File: config.mk
export PLATFORM = sky130hd
export DESIGN_NAME = cfg_mdio_bridge
export DESIGN_NICKNAME = d
export VERILOG_FILES = /design/src/rtl/cfgbr_pkg.sv /design/src/rtl/cfgbr_regs.sv /design/src/rtl/cfgbr_mdio.sv /design/src/rtl/cfg_mdio_bridge.sv
export SDC_FILE = /design/constraint.sdc
export NUM_CORES = 1
export LEC_CHECK = 0
export BUFFER_PORTS_ARGS = -buffer_cell sky130_fd_sc_hd__buf_2
export CELL_PAD_IN_SITES_DETAIL_PLACEMENT = 0
export CELL_PAD_IN_SITES_GLOBAL_PLACEMENT = 1
export CORE_MARGIN = 4
export CORE_UTILIZATION = 40
export DETAILED_ROUTE_END_ITERATION = 10
export PLACE_DENSITY = 0.86
export SLEW_MARGIN = 20
export SYNTH_ARGS = -nofsm -noshare
export SYNTH_HDL_FRONTEND = slang
export SYNTH_SLANG_ARGS = --single-unit
File: constraint.sdc
create_clock -name clk -period 2.4 [get_ports clk]
set_input_delay 0.48 -clock clk [delete_from_list [all_inputs] [get_ports clk]]
set_output_delay 0.48 -clock clk [all_outputs]
set_load 0.005 [all_outputs]
File: src/rtl/cfgbr_pkg.sv
package cfgbr_pkg;

    // direct window byte addresses
    localparam int DIR_DATA = 'h24;
    localparam int DIR_CTRL = 'h28;
    localparam int DIR_RDY  = 'h2C;

    localparam int OFF_W    = 10;
    localparam int WE_BIT   = 15;
    localparam int INST_LSB = 10;
    localparam int MDEN_BIT = 6;

    // indirect offsets
    localparam logic [OFF_W-1:0] IX_RXCFG  = 10'h240;
    localparam logic [OFF_W-1:0] IX_TXCFG  = 10'h280;
    localparam logic [OFF_W-1:0] IX_LINK   = 10'h300;
    localparam logic [OFF_W-1:0] IX_MGMT   = 10'h340;
    localparam logic [OFF_W-1:0] IX_STA_LO = 10'h380;
    localparam logic [OFF_W-1:0] IX_STA_HI = 10'h384;
    localparam logic [OFF_W-1:0] IX_FILT   = 10'h390;
    localparam logic [OFF_W-1:0] IX_MDWD   = 10'h3B0;
    localparam logic [OFF_W-1:0] IX_MDAI   = 10'h3B4;

    // ready word bit positions
    localparam int RB_MD_RD = 1;
    localparam int RB_MD_WR = 2;
    localparam int RB_CF_RD = 5;
    localparam int RB_CF_WR = 6;

    localparam int FRAME_LEN = 64;

    typedef struct packed {
        logic             we;
        logic [1:0]       inst;
        logic [OFF_W-1:0] off;
    } ctl_t;

    typedef struct packed {
        logic md_rd;
        logic md_wr;
        logic cf_rd;
        logic cf_wr;
    } done_t;

    typedef enum logic {MD_IDLE, MD_RUN} md_state_e;

    function automatic ctl_t ctl_decode(input logic [31:0] w);
        ctl_t c;
        c.we   = w[WE_BIT];
        c.inst = w[INST_LSB+1:INST_LSB];
        c.off  = w[OFF_W-1:0];
        return c;
    endfunction

    function automatic logic [31:0] ready_word(input done_t d);
        logic [31:0] r;
        r = '0;
        r[RB_MD_RD] = d.md_rd;
        r[RB_MD_WR] = d.md_wr;
        r[RB_CF_RD] = d.cf_rd;
        r[RB_CF_WR] = d.cf_wr;
        return r;
    endfunction

    function automatic logic [FRAME_LEN-1:0] md_frame(input logic rd,
                                                      input logic [4:0] phy,
                                                      input logic [4:0] ra,
                                                      input logic [15:0] wd);
        return {32'hFFFF_FFFF, 2'b01, (rd ? 2'b10 : 2'b01), phy, ra,
                (rd ? 2'b11 : 2'b10), (rd ? 16'hFFFF : wd)};
    endfunction

endpackage

File: src/rtl/cfgbr_regs.sv
module cfgbr_regs
    import cfgbr_pkg::*;
#(
    parameter int DIV_W = 6
) (
    input  logic                 clk,
    input  logic                 rst,
    input  logic                 wr_en,
    input  logic [OFF_W-1:0]     wr_off,
    input  logic [31:0]          wr_data,
    input  logic [OFF_W-1:0]     rd_off,
    output logic [31:0]          rd_data,
    output logic                 rx_en,
    output logic                 tx_en,
    output logic [1:0]           speed,
    output logic [47:0]          sta_addr,
    output logic                 acc_all,
    output logic                 md_en,
    output logic [DIV_W-1:0]     md_div,
    output logic [15:0]          md_wdata
);
    logic [31:0]      rx_q, tx_q, link_q, sta_lo_q;
    logic [15:0]      sta_hi_q, mdwd_q;
    logic             filt_q, mden_q;
    logic [DIV_W-1:0] div_q;

    always_ff @(posedge clk) begin
        if (rst) begin
            rx_q <= '0; tx_q <= '0; link_q <= '0; sta_lo_q <= '0;
            sta_hi_q <= '0; mdwd_q <= '0; filt_q <= 1'b0;
            mden_q <= 1'b0; div_q <= '0;
        end else if (wr_en) begin
            unique case (wr_off)
                IX_RXCFG:  rx_q     <= wr_data;
                IX_TXCFG:  tx_q     <= wr_data;
                IX_LINK:   link_q   <= wr_data;
                IX_MGMT: begin
                    mden_q <= wr_data[MDEN_BIT];
                    div_q  <= wr_data[DIV_W-1:0];
                end
                IX_STA_LO: sta_lo_q <= wr_data;
                IX_STA_HI: sta_hi_q <= wr_data[15:0];
                IX_FILT:   filt_q   <= wr_data[31];
                IX_MDWD:   mdwd_q   <= wr_data[15:0];
                default: ;
            endcase
        end
    end

    always_comb begin
        rd_data = '0;
        unique case (rd_off)
            IX_RXCFG:  rd_data = rx_q;
            IX_TXCFG:  rd_data = tx_q;
            IX_LINK:   rd_data = link_q;
            IX_MGMT:   rd_data = 32'(div_q) | (32'(mden_q) << MDEN_BIT);
            IX_STA_LO: rd_data = sta_lo_q;
            IX_STA_HI: rd_data = {16'h0, sta_hi_q};
            IX_FILT:   rd_data = {filt_q, 31'h0};
            IX_MDWD:   rd_data = {16'h0, mdwd_q};
            default:   rd_data = '0;
        endcase
    end

    assign rx_en    = rx_q[28];
    assign tx_en    = tx_q[28];
    assign speed    = link_q[31:30];
    assign sta_addr = {sta_hi_q, sta_lo_q};
    assign acc_all  = filt_q;
    assign md_en    = mden_q;
    assign md_div   = div_q;
    assign md_wdata = mdwd_q;

endmodule

File: src/rtl/cfgbr_mdio.sv
module cfgbr_mdio
    import cfgbr_pkg::*;
#(
    parameter int DIV_W = 6
) (
    input  logic             clk,
    input  logic             rst,
    input  logic             en,
    input  logic [DIV_W-1:0] div,
    input  logic             start,
    input  logic             op_rd,
    input  logic [4:0]       phy,
    input  logic [4:0]       regad,
    input  logic [15:0]      wdata,
    output logic             mdc,
    output logic             mdio_o,
    output logic             mdio_oe,
    input  logic             mdio_i,
    output logic             done,
    output logic [15:0]      rdata
);
    localparam int IDX_W = $clog2(FRAME_LEN);
    localparam logic [IDX_W-1:0] LAST_BIT = IDX_W'(FRAME_LEN - 1);
    localparam logic [IDX_W-1:0] TA_BIT   = IDX_W'(46);
    localparam logic [IDX_W-1:0] DATA_BIT = IDX_W'(48);

    md_state_e            st_q;
    logic [DIV_W-1:0]     hcnt_q;
    logic [IDX_W-1:0]     idx_q;
    logic [FRAME_LEN-1:0] frame_q;
    logic                 rd_q, mdc_q, done_q;
    logic [15:0]          shift_q, rdata_q;

    always_ff @(posedge clk) begin
        if (rst) begin
            st_q <= MD_IDLE; hcnt_q <= '0; idx_q <= '0; frame_q <= '0;
            rd_q <= 1'b0; mdc_q <= 1'b0; done_q <= 1'b0;
            shift_q <= '0; rdata_q <= '0;
        end else begin
            done_q <= 1'b0;
            unique case (st_q)
                MD_IDLE: begin
                    if (start) begin
                        if (!en) begin
                            done_q  <= 1'b1;
                            rdata_q <= 16'hFFFF;
                        end else begin
                            st_q    <= MD_RUN;
                            frame_q <= md_frame(op_rd, phy, regad, wdata);
                            rd_q    <= op_rd;
                            idx_q   <= '0;
                            hcnt_q  <= '0;
                            mdc_q   <= 1'b0;
                        end
                    end
                end
                MD_RUN: begin
                    if (hcnt_q == div) begin
                        hcnt_q <= '0;
                        if (!mdc_q) begin
                            mdc_q <= 1'b1;
                            if (rd_q && idx_q >= DATA_BIT)
                                shift_q <= {shift_q[14:0], mdio_i};
                        end else begin
                            mdc_q <= 1'b0;
                            if (idx_q == LAST_BIT) begin
                                st_q    <= MD_IDLE;
                                done_q  <= 1'b1;
                                rdata_q <= rd_q ? shift_q : 16'h0;
                            end else begin
                                idx_q   <= idx_q + 1'b1;
                                frame_q <= {frame_q[FRAME_LEN-2:0], 1'b0};
                            end
                        end
                    end else begin
                        hcnt_q <= hcnt_q + 1'b1;
                    end
                end
                default: st_q <= MD_IDLE;
            endcase
        end
    end

    assign mdc     = mdc_q;
    assign mdio_o  = (st_q == MD_RUN) ? frame_q[FRAME_LEN-1] : 1'b0;
    assign mdio_oe = (st_q == MD_RUN) && !(rd_q && idx_q >= TA_BIT);
    assign done    = done_q;
    assign rdata   = rdata_q;

endmodule

File: src/rtl/cfg_mdio_bridge.sv
module cfg_mdio_bridge
    import cfgbr_pkg::*;
#(
    parameter int HADDR_W = 8,
    parameter int CFG_LAT = 2,
    parameter int INST_ID = 0,
    parameter int DIV_W   = 6
) (
    input  logic               clk,
    input  logic               rst,
    input  logic               host_we,
    input  logic [HADDR_W-1:0] host_addr,
    input  logic [31:0]        host_wdata,
    output logic [31:0]        host_rdata,
    output logic               mdc,
    output logic               mdio_o,
    output logic               mdio_oe,
    input  logic               mdio_i,
    output logic               rx_enable,
    output logic               tx_enable,
    output logic [1:0]         link_speed,
    output logic [47:0]        mac_addr,
    output logic               accept_all
);
    localparam int CNT_W = $clog2(CFG_LAT + 1);
    localparam logic [HADDR_W-1:0] A_DATA = HADDR_W'(DIR_DATA);
    localparam logic [HADDR_W-1:0] A_CTRL = HADDR_W'(DIR_CTRL);
    localparam logic [HADDR_W-1:0] A_RDY  = HADDR_W'(DIR_RDY);
    localparam logic [1:0]         MY_INST = 2'(INST_ID);

    logic [31:0]      data_q, ctl_q;
    done_t            done_q;
    logic [CNT_W-1:0] cnt_q;
    logic             pend_we, pend_ok, md_pend, md_op_rd;
    logic [OFF_W-1:0] pend_off;

    ctl_t             dc;
    logic             ctl_hit, busy, accept, inst_ok, is_md, md_start;
    logic             reg_wr;
    logic [31:0]      reg_rd;
    logic             md_en, md_done;
    logic [DIV_W-1:0] md_div;
    logic [15:0]      md_wdata, md_rdata;

    assign dc       = ctl_decode(host_wdata);
    assign ctl_hit  = host_we && (host_addr == A_CTRL);
    assign busy     = (cnt_q != '0) || md_pend;
    assign accept   = ctl_hit && !busy;
    assign inst_ok  = (dc.inst == MY_INST);
    assign is_md    = inst_ok && (dc.off == IX_MDAI);
    assign md_start = accept && is_md;
    assign reg_wr   = (cnt_q == CNT_W'(1)) && pend_we && pend_ok;

    cfgbr_regs #(.DIV_W(DIV_W)) u_regs (
        .clk(clk), .rst(rst),
        .wr_en(reg_wr), .wr_off(pend_off), .wr_data(data_q),
        .rd_off(pend_off), .rd_data(reg_rd),
        .rx_en(rx_enable), .tx_en(tx_enable), .speed(link_speed),
        .sta_addr(mac_addr), .acc_all(accept_all),
        .md_en(md_en), .md_div(md_div), .md_wdata(md_wdata)
    );

    cfgbr_mdio #(.DIV_W(DIV_W)) u_mdio (
        .clk(clk), .rst(rst), .en(md_en), .div(md_div),
        .start(md_start), .op_rd(!dc.we),
        .phy(data_q[9:5]), .regad(data_q[4:0]), .wdata(md_wdata),
        .mdc(mdc), .mdio_o(mdio_o), .mdio_oe(mdio_oe), .mdio_i(mdio_i),
        .done(md_done), .rdata(md_rdata)
    );

    always_ff @(posedge clk) begin
        if (rst) begin
            data_q   <= '0;
            ctl_q    <= '0;
            done_q   <= '1;
            cnt_q    <= '0;
            pend_we  <= 1'b0;
            pend_ok  <= 1'b0;
            pend_off <= '0;
            md_pend  <= 1'b0;
            md_op_rd <= 1'b0;
        end else begin
            if (host_we && host_addr == A_DATA)
                data_q <= host_wdata;
            if (accept) begin
                ctl_q <= host_wdata;
                if (is_md) begin
                    md_pend  <= 1'b1;
                    md_op_rd <= !dc.we;
                    if (dc.we) done_q.md_wr <= 1'b0;
                    else       done_q.md_rd <= 1'b0;
                end else begin
                    cnt_q    <= CNT_W'(CFG_LAT);
                    pend_we  <= dc.we;
                    pend_off <= dc.off;
                    pend_ok  <= inst_ok;
                    if (dc.we) done_q.cf_wr <= 1'b0;
                    else       done_q.cf_rd <= 1'b0;
                end
            end
            if (cnt_q != '0) begin
                cnt_q <= cnt_q - 1'b1;
                if (cnt_q == CNT_W'(1)) begin
                    if (pend_we) begin
                        done_q.cf_wr <= 1'b1;
                    end else begin
                        done_q.cf_rd <= 1'b1;
                        data_q       <= pend_ok ? reg_rd : 32'h0;
                    end
                end
            end
            if (md_done) begin
                md_pend <= 1'b0;
                if (md_op_rd) begin
                    done_q.md_rd <= 1'b1;
                    data_q       <= {16'h0, md_rdata};
                end else begin
                    done_q.md_wr <= 1'b1;
                end
            end
        end
    end

    always_comb begin
        if (host_addr == A_DATA)      host_rdata = data_q;
        else if (host_addr == A_CTRL) host_rdata = ctl_q;
        else if (host_addr == A_RDY)  host_rdata = ready_word(done_q);
        else                          host_rdata = '0;
    end

endmodule

== After elaboration in Yosys (flattened, before gate mapping) ==
Cells that the tools add are included.

* Register bits after elaboration: 364

* $add $sub $neg: 3
* Order comparisons: 2
* Eq/ne operators: 23
* Muxes and demuxes: 70
* Bitwise gates (word level): 4
* Reductions and logical operators: 35

{| class="wikitable"
|+ Operators by type and width
! cell !! count
|-
| $mux W64 || 5
|-
| $mux W32 || 9
|-
| $pmux W32 S8 || 1
|-
| $pmux W64 S2 || 1
|-
| $mux W16 || 7
|-
| $eq A10 B10 Y1 const B || 9
|-
| $mux W6 || 6
|-
| $pmux W16 S2 || 1
|-
| $eq A8 B6 Y1 const B || 3
|-
| $mux W1 || 24
|-
| $pmux W6 S2 || 2
|-
| $reduce_and A2 Y1 || 12
|-
| $mux W2 || 9
|-
| $ne A2 B2 Y1 const B || 7
|-
| $add A6 B1 Y6 const B || 2
|-
| $ge A6 B6 Y1 const B || 2
|-
| $logic_and A1 B1 Y1 || 10
|-
| $reduce_and A5 Y1 || 2
|-
| $mux W7 || 1
|-
| $or A6 B7 Y7 || 1
|-
| $eq A6 B6 Y1 || 1
|-
| $eq A6 B6 Y1 const B || 1
|-
| $pmux W1 S2 || 3
|-
| $reduce_and A3 Y1 || 2
|-
| 11 further kinds || 16
|}

== Depth between registers and ports, before layout ==
Gate-level depths: netlist of run 1.

* Depth in word-level cells: 8
* Depth in mapped cells: 10
* Mapped depth without buffers: 8

== Hierarchy ==
Synthesis of run 1 repeated with hierarchy kept, for this count alone.

* Cells, all modules: 1868
* Area, all modules: 16120.5 um^2

{| class="wikitable"
|+ By module, submodules not included
! module !! instances !! cells an instance !! area an instance (um^2)
|-
| cfgbr_regs || 1 || 921 || 7280.7
|-
| cfgbr_mdio || 1 || 500 || 4972.3
|-
| cfg_mdio_bridge || 1 || 447 || 3867.5
|}

== Worst setup path before layout of run 1 ==
Ideal clock, no wire load.

* Path kind: in2out
* Start: input host_addr[2]
* End: output host_rdata[11]
* Data arrival time: 1957 ps
* Path slack: -37 ps
* Stages on the path: 6
* Path buffers: 3
* Path through: clkbuf_1 -> nor2b_1 -> and3_1 -> clkbuf_1 -> clkbuf_1 -> a22o_1

* Cells in the longest elaborated chain, start to end: 3
* Elaborated cells on any way between the ends: 4

{| class="wikitable"
|+ RTL lines
! item !! RTL line !! source
|-
| start, declared || cfg_mdio_bridge.sv:12 || <nowiki>input logic [HADDR_W-1:0] host_addr,</nowiki>
|-
| $eq A8 B6 Y1 || cfg_mdio_bridge.sv:126 || <nowiki>else if (host_addr == A_CTRL) host_rdata = ctl_q;</nowiki>
|-
| $mux W32 || cfg_mdio_bridge.sv:126 ||
|-
| $mux W32 * || cfg_mdio_bridge.sv:125 || <nowiki>if (host_addr == A_DATA) host_rdata = data_q;</nowiki>
|-
| end, declared || cfg_mdio_bridge.sv:14 || <nowiki>output logic [31:0] host_rdata,</nowiki>
|}

Every way passes the cells marked *; elsewhere a longest branch is shown, timed or not.

== Worst setup path in the final report of run 1 ==
* Start: input host_addr[0]
* End: output host_rdata[8]

Same word-level chain as after synthesis.

==> metrics.md, run 1 <==
| Metric | Value |
|---|---|
| Flop and latch count out of synthesis | 364 |
| Synth Area in Adders | 0.398% |
| Post-synthesis xor/xnor area fraction | 0.502% |
| Initial drt markers | 1,260 |
| Final Setup Violations | 0 |
| Period minus WS final | 2.33 ns |
| CTS tree | built |
| Yosys top cell area share | 46.4% |
| CTS buffer count | 41 |
| Hold Slack | 0.155 ns |
| Synth Net Count | 2,027 |
| Max-slew headroom | 56.4% |
| Post-synthesis compound-gate area fraction | 20.0% |
| Simple-gate area share of the yosys netlist | 21.1% |
| Multi-input gate area | 7690 um^2 |
| Die X | 206 um |
| Crit-path cells | buf_2 > nor4_4 > nand2_2 > nor3b_4 > buf_12 > buf_4 > a22o_1 > buf_2 |
| Initial Util | 40.5% |
| Required @ worst endpoint | 1.92 ns |
| Post-synthesis area per instance | 7.94 um^2 |
| MaxCap Viol Count | 0 |
| FF+latch area | 7290 um^2 |
| Distinct cell type count after synthesis | 67 |
| Vias per cell | 5.53 |
| Stages on the worst setup path | 8 |
| Leakage Power | 0.00697 uW |
| Fraction of registers with async set/reset | 0% |
| Status | finished clean |
| Clk pin slew, worst setup/hold paths | 0.06 ns |
| Max-slew violation count | 0 |
| Util after Layout | 48.6% |
| Final setup margin | 0.0721 ns |
| Layout cell share with drive strength beyond 1 | 17.0% |
| Synth warn | 0 |
| Largest net degree at the start of global routing | 97 |
| First-pass GRT wire length | 76.3 mm |
| Hold crit path type | in2reg |
| Core Area | 38,700 um^2 |
| Final nets | 2,130 |
| Area contributors post-synth | dfxtp_1 46%, nand2_1 11%, a21oi_1 10%, mux2i_1 4.3%, nor2_1 3.9% |
| CP max FO | 7 |
| Largest family of logic cells by synthesized area | simple AND/OR/NAND/NOR gates |
| Worst R2R Path Depth | 11 |
| Sequential fraction of the synthesis area | 46.4% |
| Drt drc | 0 |
| Max stage delay cell, worst path | nor4_4 |
| Critical path data arrival time | 1.85 ns |
| Most used cell, CP | buf_2 |
| Post-Syn Instances | 1,978 |
| PwrDens | 697 nW/um^2 |
| Hold_buf cts | 0 |
| DR pass1 iterations | 6 |
| Area leader, netlist | dfxtp_1 |
| CTS sink count | 364 |
| Filler Cell Count | 3,792 |
| Port-buffer cells | 131 |
| Period utilization | 97.0% |
| Critical path's largest stage delay | 0.31 ns |
| Site Rows | 72 |
| Worst skew pair latency | 0.58 ns |
| Placed wire-length estimate | 33.3 mm |
| Hold depth | 3 |
| EDFF count, synth | 0 |
| Placer Congestion | 0.930 |
| Die Area | 42,500 um^2 |
| Post-place setup slack | -0.213 ns |
| Ports | 132 |
| GRT Util Overall | 22.5% |
| IR drop worst, VDD | 0.499 mV |
| Total gr overflow | 0 |
| CP top delay family | simple AND/OR/NAND/NOR gates |
| Vias in the first global route | 13,551 |
| Mux share of post-synthesis cell area | 6.34% |
| Cell Area, Synth | 15,700 um^2 |
| Setup Crit Path Kind | in2out |
| Peak Freq | 430 MHz |
| Startpoint types | primary input |
| Post-route ant nets | 0 |
| Height of the die | 206 um |
| CP endpoint kind | output pin |
| Clk_skew | 0.0222 ns |
| Fin. Hold Viols | 0 |
| Drt wl/cell | 18.8 um |
| DR vias | 14,540 |
| Least-Margin Pin Slew | 0.654 ns |
| Most used DFF post-synth | dfxtp_1 |
| Initial antenna violation count | 0 |
| # diodes | 0 |
| Root buffer cell | clkbuf_16 |
| Area growth syn-to-layout | 19.9% |
| Worst path bufs/invs | 4 |
| CTS Buffer Depth | 3 |
| WL final | 49.4 mm |
| H-tree levels | 2 |
==> worst reg2reg max path, cell delays in order (launching register included) <==
cell and delay, ns:
dfxtp_1 0.33, inv_1 0.10, ha_2 0.26, nand4bb_4 0.14, nor4_4 0.16, buf_4 0.18, nand4_2 0.19, o21ai_4 0.21
buf_12 0.22, buf_12 0.14, o22ai_1 0.07, nor2_1 0.10
==> synth_stat cells (all sizes together), types with 4 or more instances <==
cell type and number:
o21ai 36, a211oi 31, a22oi 36, nor4 8, nor3b 19, nand4 8
ha 5, o221ai 13, xor2 6, clkbuf 130, nor2b 6, or3 4
o22ai 38, nor3 45, nor2 166, buf 44, mux2 28, mux2i 68
nand2 470, and3 7, inv 25, dfxtp 364, nand3 17, a22o 28
a21oi 326, and2 8
==> flip-flops by register name, summed over array words and instances, names as in the netlist, 6 cells and up <==
register,count
u_regs.sta_lo_q,32
u_regs.md_div,6
data_q,32
u_regs.rx_q,32
u_mdio.frame_q,64
u_regs.tx_q,32
u_mdio.hcnt_q,6
u_regs.sta_hi_q,16
u_regs.md_wdata,16
u_mdio.idx_q,6
pend_off,10
u_mdio.rdata,16
u_mdio.shift_q,16
ctl_q,32
u_regs.link_q,32
==> metal layers <==
| metal | vias up | global-route usage (%) | routed length, um | share of wire (%) |
|---|---|---|---|---|
| met5 | - | 0 | 0 | 0 |
| met3 | 72 | 4.28 | 3880 | 7.8 |
| li1 | 7005 | - | - | - |
| met2 | 521 | 33.8 | 21500 | 43 |
| met4 | 0 | 6.32 | 1160 | 2.3 |
| met1 | 6942 | 32.9 | 22900 | 46 |
==> logic make-up after synthesis <==
kind of cell	Yosys count
multiplexers	96
buffers and inverters	199
AO/OA/AOI/OAI	528
AND/OR/NAND/NOR	777
flip-flops	364
XOR/XNOR	9
adder cells (fa/ha/maj)	5
==> metrics by stage <==
stage,std cells,setup TNS (ns),area (um^2),power (uW)
after floorplan,1978,0,15700,6370
after global placement,2552,-3.75,17200,6510
after CTS,2626,0,18700,13200
final,2630,0,18800,13100
after global routing,2630,-0.00302,18800,13500
after detailed placement,2552,-7.42,17200,6520
==> cell type report <==
| class | count | share of cell area (%) |
|---|---|---|
| Clock buffer | 60 | 6.36 |
| Clock inverter | 14 | 1.31 |
| Inverter | 25 | 0.499 |
| Multi-Input combinational cell | 1415 | 40.8 |
| Sequential cell | 364 | 38.7 |
| Tap cell | 518 | 3.44 |
| Timing Repair Buffer | 234 | 8.81 |
==> final timing paths <==
path,from,end,slack (ns)
setup / recovery,host_addr[0],host_rdata[8],0.07
setup reg to reg,cnt_q[0],u_mdio.frame_q[44],0.23
hold / removal,mdio_i,u_mdio.shift_q[0],0.15
hold reg to reg,u_regs.tx_q[17],u_regs.tx_q[17],0.45
==> report_power, final <==
| group | switching [uW] | internal [uW] |
|---|---|---|
| clock | 2670 | 4040 |
| combinational | 233 | 113 |
| sequential | 9.17 | 6050 |
| total | 2910 | 10200 |
==> placed cells by master (no fill, tap or decap), types with 7 or more instances in the layout <==
cell type    n
a21oi_1    326
a211oi_2    10
clkbuf_1     9
clkbuf_8    10
nor3b_1     17
buf_2      130
nor3_1      44
clkbuf_16   44
a22oi_1     36
o22ai_1     38
buf_4       86
nand2_1    469
nand3_1     17
nand4_1      7
and2_1       7
buf_12      13
mux2_2      28
and3_1       7
o21ai_0     35
nor2_1     165
inv_1       25
o221ai_1    13
a211oi_1    21
mux2i_1     68
dfxtp_1    362
a22o_1      27
==> what timing repair did <==
item,in CTS,in global routing
resized for setup,1,8
cloned,0,3
pin swaps,0,5
setup endpoints to repair,9,50
buffers inserted,0,1
hold endpoints to repair,0,0
(Power assumes the default switching activity.)
==> run 2, diff against run 1 <==
- CORE_UTILIZATION: 40 -> 45
- GPL_ROUTABILITY_DRIVEN: not set -> 0
- PLACE_DENSITY: 0.86 -> 0.91
- clock period: 2.4 -> 2.6 ns (I/O delays scaled with it)
==> run 2 against run 1 <==
Compared with the run above: non-clock buffer count is 21 lower; clock-buffer cell count rose by 2; critical path depth stayed put; critical endpoint is now host_rdata[17]; critical path type unchanged; highest routed layer unchanged; power decreased by 14%; largest power group is now sequential cells.
==> metrics.md, run 2 (synthesis gave the netlist of run 1 again) <==
| Metric | Value |
|---|---|
| Status | finished clean |
| Initial Util | 45.6% |
| CTS sink count | 364 |
| Wire length on met1 | 21.3 mm |
| Worst skew pair latency | 0.53 ns |
| Most used cell, CP | buf_2 |
| Max stage delay cell, worst path | nor4_1 |
| Clk pin slew, worst setup/hold paths | 0.06 ns |
| Top reg by flops | u_mdio.frame_q |
| Root buffer cell | clkbuf_16 |
| Leakage Power | 0.00674 uW |
| Total gr overflow | 0 |
| Site Rows | 68 |
| Worst R2R Path Depth | 6 |
| MaxCap Viol Count | 0 |
| Crit-path cells | buf_2 > nor4_1 > buf_4 > nand2_1 > nor3b_4 > buf_12 > a22o_1 > buf_2 |
| Port-buffer cells | 131 |
| DR pass1 iterations | 6 |
| Startpoint types | primary input |
| Placed wire-length estimate | 32.2 mm |
| Ports | 132 |
| Drt wl/cell | 18.8 um |
| Least-Margin Pin Slew | 0.893 ns |
| # diodes | 0 |
| DR vias | 14,477 |
| Post-route ant nets | 0 |
| Post-place setup slack | -0.0379 ns |
| Max-slew headroom | 40.5% |
| Setup Crit Path Kind | in2out |
| Util after Layout | 53.1% |
| H-tree levels | 2 |
| Pwr Total | 11,200 uW |
| Die X | 195 um |
| Initial antenna violation count | 0 |
| Max-slew violation count | 0 |
| Layout cell share with drive strength beyond 1 | 15.6% |
| Most common cell after layout, fill and taps aside | nand2_1 |
| Post CTS Setup Buffer Count | 0 |
| Vias per cell | 5.70 |
| Hold depth | 3 |
| CTS Buffer Depth | 3 |
| CTS resizes | 0 |
| Area growth syn-to-layout | 16.5% |
| WL final | 47.6 mm |
| CTS buffer count | 39 |
| CP endpoint kind | output pin |
| Period utilization | 96.4% |
| Met3 WL | 4.34 mm |
| Final setup margin | 0.0949 ns |
| PwrDens | 615 nW/um^2 |
| Setup TNS | 0 ns |
| Core Area | 34,500 um^2 |
| Peak Freq | 399 MHz |
| CP max FO | 23 |
| Hold Slack | 0.248 ns |
| Fin. Hold Viols | 0 |
| Initial drt markers | 1,427 |
| GRT Util Overall | 23.9% |
| Hold_buf cts | 0 |
| Critical path data arrival time | 1.99 ns |
| CTS tree | built |
| First-pass GRT wire length | 74.7 mm |
| Setup repair after global routing missed its margin | no |
| Height of the die | 195 um |
| Max reg flops | 64 |
| Required @ worst endpoint | 2.08 ns |
| Final nets | 2,107 |
| Critical path's largest stage delay | 0.27 ns |
| Largest net degree at the start of global routing | 105 |
| Clk_skew | 0.0187 ns |
| IR drop worst, VDD | 0.367 mV |
| Vias in the first global route | 13,281 |
| Drt drc | 0 |
| Hold crit path type | in2reg |
| Period minus WS final | 2.51 ns |
| Most frequent cells in the layout | 470 x nand2_1, 362 x dfxtp_1, 326 x a21oi_1 |
| Met2 WL post-DR | 21.0 mm |
| Die Area | 38,000 um^2 |
| Uppermost layer routed | met4 |
| Final Setup Violations | 0 |
run 2: path summary, 6_finish.rpt:
| check | startpoint | end | slack, ns |
|---|---|---|---|
| max | host_addr[7] | host_rdata[17] | 0.09 |
| min | mdio_i | u_mdio.shift_q[0] | 0.25 |
| max reg2reg | pend_off[6] | data_q[3] | 0.16 |
| min reg2reg | u_regs.tx_q[6] | u_regs.tx_q[6] | 0.45 |
run 2: power breakdown:
part,switching [uW],leakage [uW],internal (uW),total (uW)
clock network,2230,0.000606,3130,5350
registers,8.04,0.00293,5590,5590
logic,209,0.00320,89.9,299
run 2: per-layer routing:
metal | track usage [%] | up-vias
met5 | 0 | -
met1 | 35.4 | 6845
li1 | - | 6972
met3 | 4.92 | 73
met4 | 5.07 | 0
met2 | 36.3 | 587
run 2: final cells by class:
cell class	count	area, um^2
clock inverter	7	56.3
clock buffer	62	1180
tap	455	569
inverter	25	93.8
timing repair buffer	213	1470
fill	3234	16200
multi-input combinational	1415	7630
sequential	364	7290
run 2: through the flow:
| step | instance area (um^2) | cells |
|---|---|---|
| after floorplan | 15700 | 1978 |
| after global placement | 17100 | 2472 |
| after detailed placement | 17100 | 2472 |
| after CTS | 18300 | 2541 |
| after global routing | 18300 | 2541 |
| final | 18300 | 2541 |
run 2: worst max-delay path: cells and delay by family:
family | cells | cell delay [ns]
simple gates | 3 | 0.62
buf+inv | 4 | 0.60
compound gates | 1 | 0.21
